===== src/rtl/cfgb_pkg.sv =====
package cfgb_pkg;
  localparam int unsigned DATA_W  = 32;
  localparam int unsigned BYTE_W  = 8;
  localparam int unsigned LANES   = DATA_W / BYTE_W;
  localparam int unsigned CTRL_W  = 16;
  localparam int unsigned KEEP_W  = 10;
  localparam int unsigned UPPER_W = CTRL_W - KEEP_W;

  // Expand a register byte into the upper control bits:
  // {4 copies of bit 7, bit 5, bit 4}
  function automatic logic [UPPER_W-1:0] expand_upper(input logic [BYTE_W-1:0] d);
    return {{(UPPER_W-2){d[7]}}, d[5], d[4]};
  endfunction
endpackage


===== src/rtl/cfgb_addr_latch.sv =====
module cfgb_addr_latch #(
  parameter int unsigned W = 32
) (
  input  logic         clk,
  input  logic         rst_n,
  input  logic         ld,
  input  logic [W-1:0] din,
  output logic [W-1:0] q
);
  always_ff @(posedge clk) begin
    if (!rst_n)  q <= '0;
    else if (ld) q <= din;
  end
endmodule


===== src/rtl/cfgb_bank_reg.sv =====
module cfgb_bank_reg
  import cfgb_pkg::*;
(
  input  logic              clk,
  input  logic              rst_n,
  input  logic              wr,
  input  logic [BYTE_W-1:0] wd,
  input  logic              preset_load,
  input  logic [KEEP_W-1:0] preset_val,
  output logic [BYTE_W-1:0] reg_q,
  output logic [CTRL_W-1:0] ctrl_q
);
  always_ff @(posedge clk) begin
    if (!rst_n) begin
      reg_q  <= '0;
      ctrl_q <= '0;
    end else begin
      if (wr) begin
        reg_q                 <= wd;
        ctrl_q[CTRL_W-1:KEEP_W] <= expand_upper(wd);
      end
      if (preset_load) ctrl_q[KEEP_W-1:0] <= preset_val;
    end
  end
endmodule


===== src/rtl/cfgb_read_mux.sv =====
module cfgb_read_mux
  import cfgb_pkg::*;
(
  input  logic              sel_data,
  input  logic              word,
  input  logic [1:0]        lane,
  input  logic [DATA_W-1:0] addr_q,
  input  logic [DATA_W-1:0] window,
  output logic [DATA_W-1:0] rd_data
);
  always_comb begin
    if (!sel_data)
      rd_data = word ? addr_q : '1;
    else if (word)
      rd_data = window;
    else
      rd_data = {{(DATA_W-BYTE_W){1'b1}}, window[BYTE_W*lane +: BYTE_W]};
  end
endmodule


===== src/rtl/cfg_bank_decoder.sv =====
module cfg_bank_decoder
  import cfgb_pkg::*;
#(
  parameter logic [23:0] CFG_ADDR = 24'h000067,
  parameter int unsigned EN_BIT   = 31
) (
  input  logic              clk,
  input  logic              rst_n,
  input  logic              acc_valid,
  input  logic              acc_write,
  input  logic              acc_word,
  input  logic [2:0]        acc_port,
  input  logic [DATA_W-1:0] acc_wdata,
  output logic [DATA_W-1:0] rd_data,
  input  logic              preset_load,
  input  logic [KEEP_W-1:0] preset_val,
  output logic [CTRL_W-1:0] ctrl_word
);
  localparam logic [21:0] TGT_DW   = CFG_ADDR[23:2];
  localparam int unsigned TGT_LANE = int'(CFG_ADDR[1:0]);

  logic [DATA_W-1:0] addr_q;
  logic [BYTE_W-1:0] reg_q;
  logic              win_open;
  logic              addr_ld;
  logic              data_wr;
  logic [LANES-1:0]  wr_lane;
  logic [DATA_W-1:0] window;
  logic [DATA_W-1:0] lane_wd;

  assign addr_ld  = acc_valid && acc_write && acc_word && !acc_port[2];
  assign data_wr  = acc_valid && acc_write && acc_port[2];
  assign win_open = addr_q[EN_BIT] && (addr_q[23:2] == TGT_DW);

  cfgb_addr_latch #(.W(DATA_W)) u_latch (
    .clk(clk), .rst_n(rst_n), .ld(addr_ld), .din(acc_wdata), .q(addr_q)
  );

  for (genvar k = 0; k < LANES; k++) begin : g_lane
    logic lane_on;
    logic lane_hit;
    assign lane_on  = acc_word || (acc_port[1:0] == 2'(k));
    assign lane_hit = win_open && (k == TGT_LANE);
    assign window[BYTE_W*k +: BYTE_W]  = lane_hit ? reg_q : 8'hFF;
    assign lane_wd[BYTE_W*k +: BYTE_W] = acc_word ? acc_wdata[BYTE_W*k +: BYTE_W]
                                                  : acc_wdata[BYTE_W-1:0];
    assign wr_lane[k] = data_wr && lane_on && lane_hit;
  end

  cfgb_bank_reg u_bank (
    .clk(clk), .rst_n(rst_n),
    .wr(|wr_lane), .wd(lane_wd[BYTE_W*TGT_LANE +: BYTE_W]),
    .preset_load(preset_load), .preset_val(preset_val),
    .reg_q(reg_q), .ctrl_q(ctrl_word)
  );

  cfgb_read_mux u_rmux (
    .sel_data(acc_port[2]), .word(acc_word), .lane(acc_port[1:0]),
    .addr_q(addr_q), .window(window), .rd_data(rd_data)
  );
endmodule


===== config.mk =====
export PLATFORM = sky130hd
export DESIGN_NAME = cfg_bank_decoder
export DESIGN_NICKNAME = d
export VERILOG_FILES = /design/src/rtl/cfgb_pkg.sv /design/src/rtl/cfgb_addr_latch.sv /design/src/rtl/cfgb_bank_reg.sv /design/src/rtl/cfgb_read_mux.sv /design/src/rtl/cfg_bank_decoder.sv
export SDC_FILE = /design/constraint.sdc
export NUM_CORES = 1
export LEC_CHECK = 0
export BUFFER_PORTS_ARGS = -buffer_cell sky130_fd_sc_hd__buf_4
export CORE_MARGIN = 2
export CORE_UTILIZATION = 50
export CTS_BUF_LIST = sky130_fd_sc_hd__clkbuf_8 sky130_fd_sc_hd__clkbuf_16
export DETAILED_ROUTE_END_ITERATION = 10
export GPL_ROUTABILITY_DRIVEN = 0
export PLACE_DENSITY_LB_ADDON = 0.1
export SETUP_SLACK_MARGIN = 0.3
export SLEW_MARGIN = 20
export SYNTH_ARGS = -nofsm -noshare
export SYNTH_HDL_FRONTEND = slang
export SYNTH_HIERARCHICAL = 1
export SYNTH_SLANG_ARGS = --single-unit

===== constraint.sdc =====
create_clock -name clk -period 2.8 [get_ports clk]
set_input_delay 0.14 -clock clk [delete_from_list [all_inputs] [get_ports clk]]
set_output_delay 0.14 -clock clk [all_outputs]
set_load 0.02 [all_outputs]

# Word-level counts from Yosys, hierarchy flattened
# Index checks and enable logic that the tools add are counted.
[word_totals]
register_bits = 53
input_bits = 51
output_inout_bits = 48
[op_classes]
eq_ne = 2
n_shift = 1
mux = 5
reduce_logical = 9
[ops]
columns = ["op", "count"]
rows = [
  ["two-way mux 32 bit", 3],
  ["indexed part select 32 x 6 -> 8 bit", 1],
  ["== test 22 x 5 -> 1 bit, second input constant", 1],
  ["two-way mux 8 bit", 2],
  ["logical AND 1 bit", 7],
  ["== test 2 bit, second input constant", 1],
  ["logical NOT 1 bit", 1],
  ["logical OR 1 bit", 1],
]

# Longest topological paths before layout
# Gate-level depths: netlist of run 1.
[logic_depth]
depth_word = 6
mapped_depth = 6

# Hierarchy
# The synthesis of run 1 kept the hierarchy.
[by_module_without_submodules]
columns = ["module", "n_inst", "cells_each", "area_each_um2", "seq_area_each_um2"]
rows = [
  ["cfgb_addr_latch", 1, 103, 1243.7, 640.6],
  ["cfgb_read_mux", 1, 114, 767.0, 0.0],
  ["cfgb_bank_reg", 1, 63, 728.2, 360.3],
  ["cfg_bank_decoder", 1, 30, 276.5, 0.0],
]

# Worst setup path after synthesis of run 1
# OpenSTA, ideal clock, no wires.
[synth_path]
kind = "register to output"
start = "register u_latch.q[20]"
end = "output port rd_data[7]"
arrival_ns = 1.770
t_required_ns = 2.660
path_slack_ns = 0.890
stages_incl_launch_ff = 6
cell_sequence = "dfxtp_1 nor4b_4 nand4_4 or3_1 a2111oi_0 o31ai_1"
[synth_via]
elab_chain_len = 6
[synth_lines]
columns = ["item", "line_no", "source"]
rows = [
  ["from (decl)", "cfgb_addr_latch.sv:8", "output logic [W-1:0] q"],
  ["from (signal assigned)", "cfgb_addr_latch.sv:12", "else if (ld) q <= din;"],
  ["== test 22 x 5 -> 1 bit", "cfg_bank_decoder.sv:33", "assign win_open = addr_q[EN_BIT] && (addr_q[23:2] == TGT_DW);"],
  ["logical AND 1 bit", "cfg_bank_decoder.sv:33", ""],
  ["two-way mux 8 bit", "cfg_bank_decoder.sv:44", "assign window[BYTE_W*k +: BYTE_W] = lane_hit ? reg_q : 8'hFF;"],
  ["net window[31]", "cfg_bank_decoder.sv:28", "logic [DATA_W-1:0] window;"],
  ["indexed part select 32 x 6 -> 8 bit", "cfgb_read_mux.sv:17", "rd_data = {{(DATA_W-BYTE_W){1'b1}}, window[BYTE_W*lane +: BYTE_W]};"],
  ["two-way mux 32 bit", "cfgb_read_mux.sv:14", "else if (word)"],
  ["two-way mux 32 bit", "cfgb_read_mux.sv:12", "if (!sel_data)"],
  ["to (decl)", "cfg_bank_decoder.sv:14", "output logic [DATA_W-1:0] rd_data,"],
]
# The timed path passes the listed nets, and every way through them passes these cells.

# Worst setup path after layout of run 1
[layout_path]
start = "register u_latch.q[14]"
end = "output port rd_data[7]"
# The elaborated chain is that of the path after synthesis.

==> flow_summary.toml, run 1 <==
[grt]
grt_pass1_wl_um = 11110
antenna_found_initial = 0
grt_max_degree = 51
grtUsageTotal = 0.2128
grt_pass1_vias = 2359
grt_overflow_total = 0

[timing]
skew_ns = 0.006475
setup_slack_ns = 0.4095
fin_setup_tns_ns = 0
fmax_mhz = 418.3
fin_crit_ns = 2.391
worst_pin_slew_ns = 0.5865
rsz0062_at_grt = "true"
hold_violations = 0
fin_crit_sh = 0.8538
slew_violations = 0
finalSetupViolations = 0
slew_headroom = 0.6090

[yosys]
yosysSeqAreaShare = 0.3320
synth_area_per_cell_um2 = 9.727
netlist_area_um2 = 3015
ys_ff_latch = 50
synth_cell_types = 35
yosysWarnings = 6
netlist_instances = 310

[clock_network]
cts_tree = "built"
clk-insertion-delay-late_ns = 0.31
cts.clk_slew.worst_paths_ns = 0.09
cts-root-buf = "clkbuf_8"
postCtsHoldBufs = 0
cts_sinks = 50
cts_buffers = 5
htreeDepth = 2
cts_buffer_depth = 2

[critical_path]
cp.arrival_ns = 2.25
crit_fanout = 7
critPathLaunchType = "register"
path_cells = "nor4_4 -> nand4_4 -> or3_4 -> a2111oi_2 -> o31ai_1 -> buf_4"
path_class = "reg2out"
r2r_end = "u_bank/reg_q[4]"
crit_path_top_delay_cell = "or3_4"
required_ns = 2.66
cp_num_buf_inv = 1
r2r_slack_ns = 0.67
worstRegToRegCells = 7
crit_family = "simple AND/OR/NAND/NOR gates"
critPathCaptureType = "primary output"
slowest_delay_ns = 0.43
reg2reg_from = "u_latch/q[14]"

[floorplan]
die_y_um = 81.66
core_area_um2 = 5886
num_io_pins = 99
start_util = 0.5123
die_x_um = 81.66
die_area_um2 = 6668
fp-row-count = 28

[finish]
nets = 494
nFillCells = 491
drive_above_1_share = 0.3041
seq_area_um2 = 1001
antenna_cells = 0
multi_input_area_um2 = 1992
area_growth_pct = 32.66

[hold_path]
hold_depth = 3
hold_path.class = "in2reg"
holdCritStartpoint = "acc_wdata[22]"
hold_end = "u_latch/q[22]"

[route]
via_count = 2514
drt_iter0_drc = 109
postRouteAntennaNets = 0
wl_per_cell_um = 13.43
firstDrtPassIters = 4
wirelength_um = 6969
drcViolationCount = 0
vias_per_cell = 4.844

[run_status]
status = "complete, no violations"

[pwr]
powerDensity_nw_per_um2 = 387.7
ir_drop_mv = 0.3322
leakage_nw = 1.739

[place]
io_buffers = 98
dp.final_hpwl_um = 4982
dp_slack_ns = 0.6133

[run]
cap_violations = 0
==> layer usage <==
layer / routed length [um] / GRT usage / part of all wire
met3: 287 / 0.03626 / 0.041
met1: 3331 / 0.2865 / 0.48
met5: 0 / 0 / 0
met4: 72 / 0.05500 / 0.010
met2: 3277 / 0.3541 / 0.47
==> how the worst max path moves through the flow <==
stage / endpoint / cells past startpoint / from
2_1_floorplan: rd_data[7] / 5 / u_latch/q[20]
3_3_place_gp: rd_data[7] / 6 / u_latch/q[17]
3_5_place_dp: rd_data[7] / 6 / u_latch/q[17]
4_1_cts: rd_data[7] / 6 / u_latch/q[20]
5_1_grt: rd_data[1] / 9 / u_latch/q[11]
6_report: rd_data[7] / 6 / u_latch/q[14]
==> cell usage after synthesis, drive strengths merged <==
cell / count / area [um2]
nand2b: 1 / 6.260
mux2i: 82 / 820.8
o31ai: 1 / 7.510
or3b: 1 / 8.760
nand2: 37 / 138.9
nor2: 3 / 11.26
o31a: 1 / 8.760
and4b: 1 / 10.01
clkbuf: 7 / 26.28
a2111oi: 1 / 8.760
buf: 21 / 196.4
o211ai: 1 / 7.510
mux2: 8 / 90.09
nand4: 1 / 21.27
nand3: 1 / 5.000
nor3: 1 / 5.000
a31oi: 6 / 37.54
inv: 2 / 7.510
nor2b: 52 / 325.3
conb: 1 / 3.750
or3: 8 / 50.05
a21boi: 1 / 7.510
nor4: 3 / 33.78
dfxtp: 50 / 1001
and4bb: 1 / 12.51
a32oi: 1 / 8.760
a21oi: 2 / 10.01
nor4b: 2 / 32.53
a211oi: 1 / 7.510
o2bb2ai: 12 / 105.1
==> stage by stage <==
step | instance area (um2) | power [mW] | utilization | hold WS, ns | std cells
after floorplan | 3188 | 0.9807 | - | 0.2682 | 356
after global placement | 3825 | 1.117 | 0.6499 | 0.3942 | 504
after detailed placement | 3825 | 1.121 | 0.6499 | 0.4049 | 504
after CTS | 3926 | 1.560 | 0.6671 | 0.07892 | 512
after global routing | 4000 | 1.628 | 0.6796 | 0.08480 | 519
final | 4000 | 1.551 | 0.6796 | 0.08640 | 519
==> layout make-up <==
type | instances | area share
clock buffers | 6 | 0.02064
clock inverters | 2 | 0.003128
inverters | 2 | 0.001877
multi-input cells | 276 | 0.4980
flip-flops and latches | 50 | 0.2502
well taps | 75 | 0.02346
repair buffers | 108 | 0.2027
==> report_power, final <==
group	total (mW)	internal (mW)	leakage, nW	switching, mW
registers	0.742	0.729	0.406	0.0125
logic	0.366	0.181	1.29	0.186
clock network	0.443	0.199	0.0472	0.244
total	1.55	1.11	1.74	0.442
==> worst reg2reg max path, stage by stage, from the launching register on <==
cell	delay, ns
dfxtp_1	0.36
nor4_4	0.32
nand4_4	0.18
buf_4	0.18
nor4_2	0.44
buf_4	0.26
mux2i_1	0.21
nor2b_1	0.06
==> sequential cells by signal, summed over array words and instances, names as in the netlist <==
register / cells
u_bank/ctrl_q: 10
u_bank/reg_q: 8
u_latch/q: 32
==> cells in the final DEF, fill, tap and decap left out, types with 2 or more instances in the layout <==
master and count:
a21oi_1 2, a31oi_1 6, buf_4 108, clkbuf_8 6, conb_1 47, dfxtp_1 50, inv_1 2, mux2_2 8
mux2i_1 82, nand2_1 37, nor2_1 3, nor2b_1 52, o2bb2ai_1 12, or3_1 6, or3_4 2
==> cells by family (layout without fill, tap and decap cells) <==
| logic type | count (synthesis) | after routing | synth area share |
|---|---|---|---|
| compound gates | 27 | 27 | 0.06930 |
| mux | 90 | 90 | 0.3021 |
| buf+inv | 30 | 118 | 0.07635 |
| simple gates | 112 | 112 | 0.2191 |
| other cells | 1 | 47 | 0.001244 |
| flops | 50 | 50 | 0.3320 |
==> repair_timing <==
item / in CTS / in global routing
pin swaps: 0 / 5
setup buffers: 0 / 7
gates cloned: 0 / 0
endpoints found under the setup margin: 1 / 2
resized for setup: 2 / 4
No activity file was read; power rests on OpenSTA's default activity.
==> inputs of run 2 (changes only) <==
--- a/config.mk
+++ b/config.mk
@@ -11,6 +11,7 @@
 export CTS_BUF_LIST = sky130_fd_sc_hd__clkbuf_8 sky130_fd_sc_hd__clkbuf_16
 export DETAILED_ROUTE_END_ITERATION = 10
 export GPL_ROUTABILITY_DRIVEN = 0
+export GPL_TIMING_DRIVEN = 0
 export PLACE_DENSITY_LB_ADDON = 0.1
 export SETUP_SLACK_MARGIN = 0.3
 export SLEW_MARGIN = 20
==> run 2 against run 1 <==
Register-to-register slack better by 0.14 ns. Routed wire length rose by 9.8%. Core utilization rose by 3.2 points. Sequential share of layout area decreased by 1.1 points. Final area increased by 4.7%. Sequential power about the same. Worst hold slack worse by 0.0022 ns. Count of clock-buffer cells in the layout decreased by 1. Global-route usage up 2.4 points. Critical endpoint unchanged. Worst setup slack better by 0.020 ns.
==> flow_summary.toml, run 2 (synthesis gave the netlist of run 1 again) <==
[critical_path]
required_ns = 2.66
critPathLaunchType = "register"
crit_family = "simple AND/OR/NAND/NOR gates"
crit_path_top_delay_cell = "or3_1"
path_class = "reg2out"
crit_fanout = 4
slowest_delay_ns = 0.43
r2r_slack_ns = 0.81
path_cells = "nor4_4 -> nand4_4 -> or3_1 -> a2111oi_2 -> o31ai_1 -> buf_4"
critPathCaptureType = "primary output"
cp_num_buf_inv = 1
cp.arrival_ns = 2.23

[run_status]
status = "complete, no violations"

[finish]
antenna_cells = 0
layout_common_cells = "buf_4 (110), mux2i_1 (82), nor2b_1 (52)"
nets = 513
design_area_um2 = 4189
area_growth_pct = 38.92
final_common_cell = "buf_4"
top_register = "u_latch/q"
nFillCells = 496
drive_above_1_share = 0.3132
reg.largest.list = "u_latch/q (32), u_bank/ctrl_q (10), u_bank/reg_q (8)"
largest_register_ffs = 32

[pwr]
leakage_nw = 1.840
powerDensity_nw_per_um2 = 412.7
power_mw = 1.729
ir_drop_mv = 0.3675

[floorplan]
die_y_um = 81.66
num_io_pins = 99
die_area_um2 = 6668
start_util = 0.5123
core_area_um2 = 5886
fp-row-count = 28
die_x_um = 81.66

[timing]
finalSetupViolations = 0
fmax_mhz = 421.9
rsz0062_at_grt = "false"
slew_headroom = 0.5917
hold_slack_ns = 0.08416
worst_pin_slew_ns = 0.6124
fin_crit_sh = 0.8466
skew_ns = 0.004854
fin_setup_tns_ns = 0
hold_violations = 0
fin_crit_ns = 2.370
slew_violations = 0

[place]
io_buffers = 96
dpl-instance-area_um2 = 4003
dp.final_hpwl_um = 5897

[clock_network]
cts_tree = "built"
htreeDepth = 2
cts_buffers = 5
cts_sinks = 50
cts.clk_slew.worst_paths_ns = 0.09
clk-insertion-delay-late_ns = 0.31
cts_buffer_depth = 2
cts-root-buf = "clkbuf_8"

[grt]
grtUsageTotal = 0.2370
antenna_found_initial = 0
grt_pass1_wl_um = 11920
grt_overflow_total = 0
grt_pass1_vias = 2445
grt_max_degree = 17

[route]
via_count = 2611
wl_per_cell_um = 14.22
firstDrtPassIters = 4
drt_iter0_drc = 82
drcViolationCount = 0
postRouteAntennaNets = 0
wirelength_um = 7653
vias_per_cell = 4.853

[hold_path]
hold_path.class = "in2reg"

[run]
cap_violations = 0
run 2: changes by cell type in the layout (fill, tap and decap cells not counted), moves of 2 or more:
cell,delta
buf_6,+3
bufinv_16,+2
clkbuf_1,+7
or3_1,+2
or3_4,-2
buf_4,+2
buf_2,+4
buf_12,+3
run 2: area by class of cell:
cell class | count | area (um2) | area share
plain buffers | 28 | 222.7 | 0.05317
clock inverters | 3 | 68.82 | 0.01643
multi-input cells | 276 | 1983 | 0.4734
flip-flops and latches | 50 | 1001 | 0.2389
clock buffers | 5 | 68.82 | 0.01643
repair buffers | 99 | 743.2 | 0.1774
well taps | 75 | 93.84 | 0.02240
inverters | 2 | 7.507 | 0.001792
run 2: layer usage:
layer  global-route usage  vias up  share of wire
li1                     -     1334              -
met4              0.05500        0         0.0098
met3              0.05055        6          0.064
met1               0.2967     1186           0.42
met5                    0        -              0
met2               0.4172       85           0.51
run 2: power by group:
| group | switching, mW | internal (mW) | total, mW |
|---|---|---|---|
| clock | 0.245 | 0.358 | 0.603 |
| sequential | 0.0132 | 0.729 | 0.742 |
| combinational | 0.192 | 0.192 | 0.383 |
run 2: worst reg2reg max path: stages, from the launching register on:
cell	delay, ns
dfxtp_1	0.36
nor4_4	0.33
nand4_4	0.14
buf_4	0.19
nor4_1	0.38
buf_6	0.22
mux2i_1	0.21
nor2b_1	0.06
run 2: per-stage QoR:
stage,worst slack (ns),std cells,utilization
3_3_place_gp,0.5908,527,0.6801
3_5_place_dp,0.5861,527,0.6801
6_report,0.4296,538,0.7117
4_1_cts,0.3012,535,0.7043
2_1_floorplan,0.8904,356,-
5_1_grt,0.3180,538,0.7117
run 2: timing repair:
item / 4_1_cts / 5_1_grt
hold buffers: 0 / 0
gates resized for setup: 1 / 5
endpoints found under the setup margin: 1 / 2
pin swaps: 0 / 2
buffers inserted: 0 / 3
gates cloned: 0 / 0
run 2: path summary, 6_finish.rpt:
path,startpoint,to,cells past startpoint
worst max-delay path,u_latch/q[14],rd_data[7],6
worst min-delay path,preset_val[3],u_bank/ctrl_q[3],3
worst max register to register,u_latch/q[14],u_bank/reg_q[4],7
worst min register to register,u_bank/reg_q[3],u_bank/reg_q[3],2
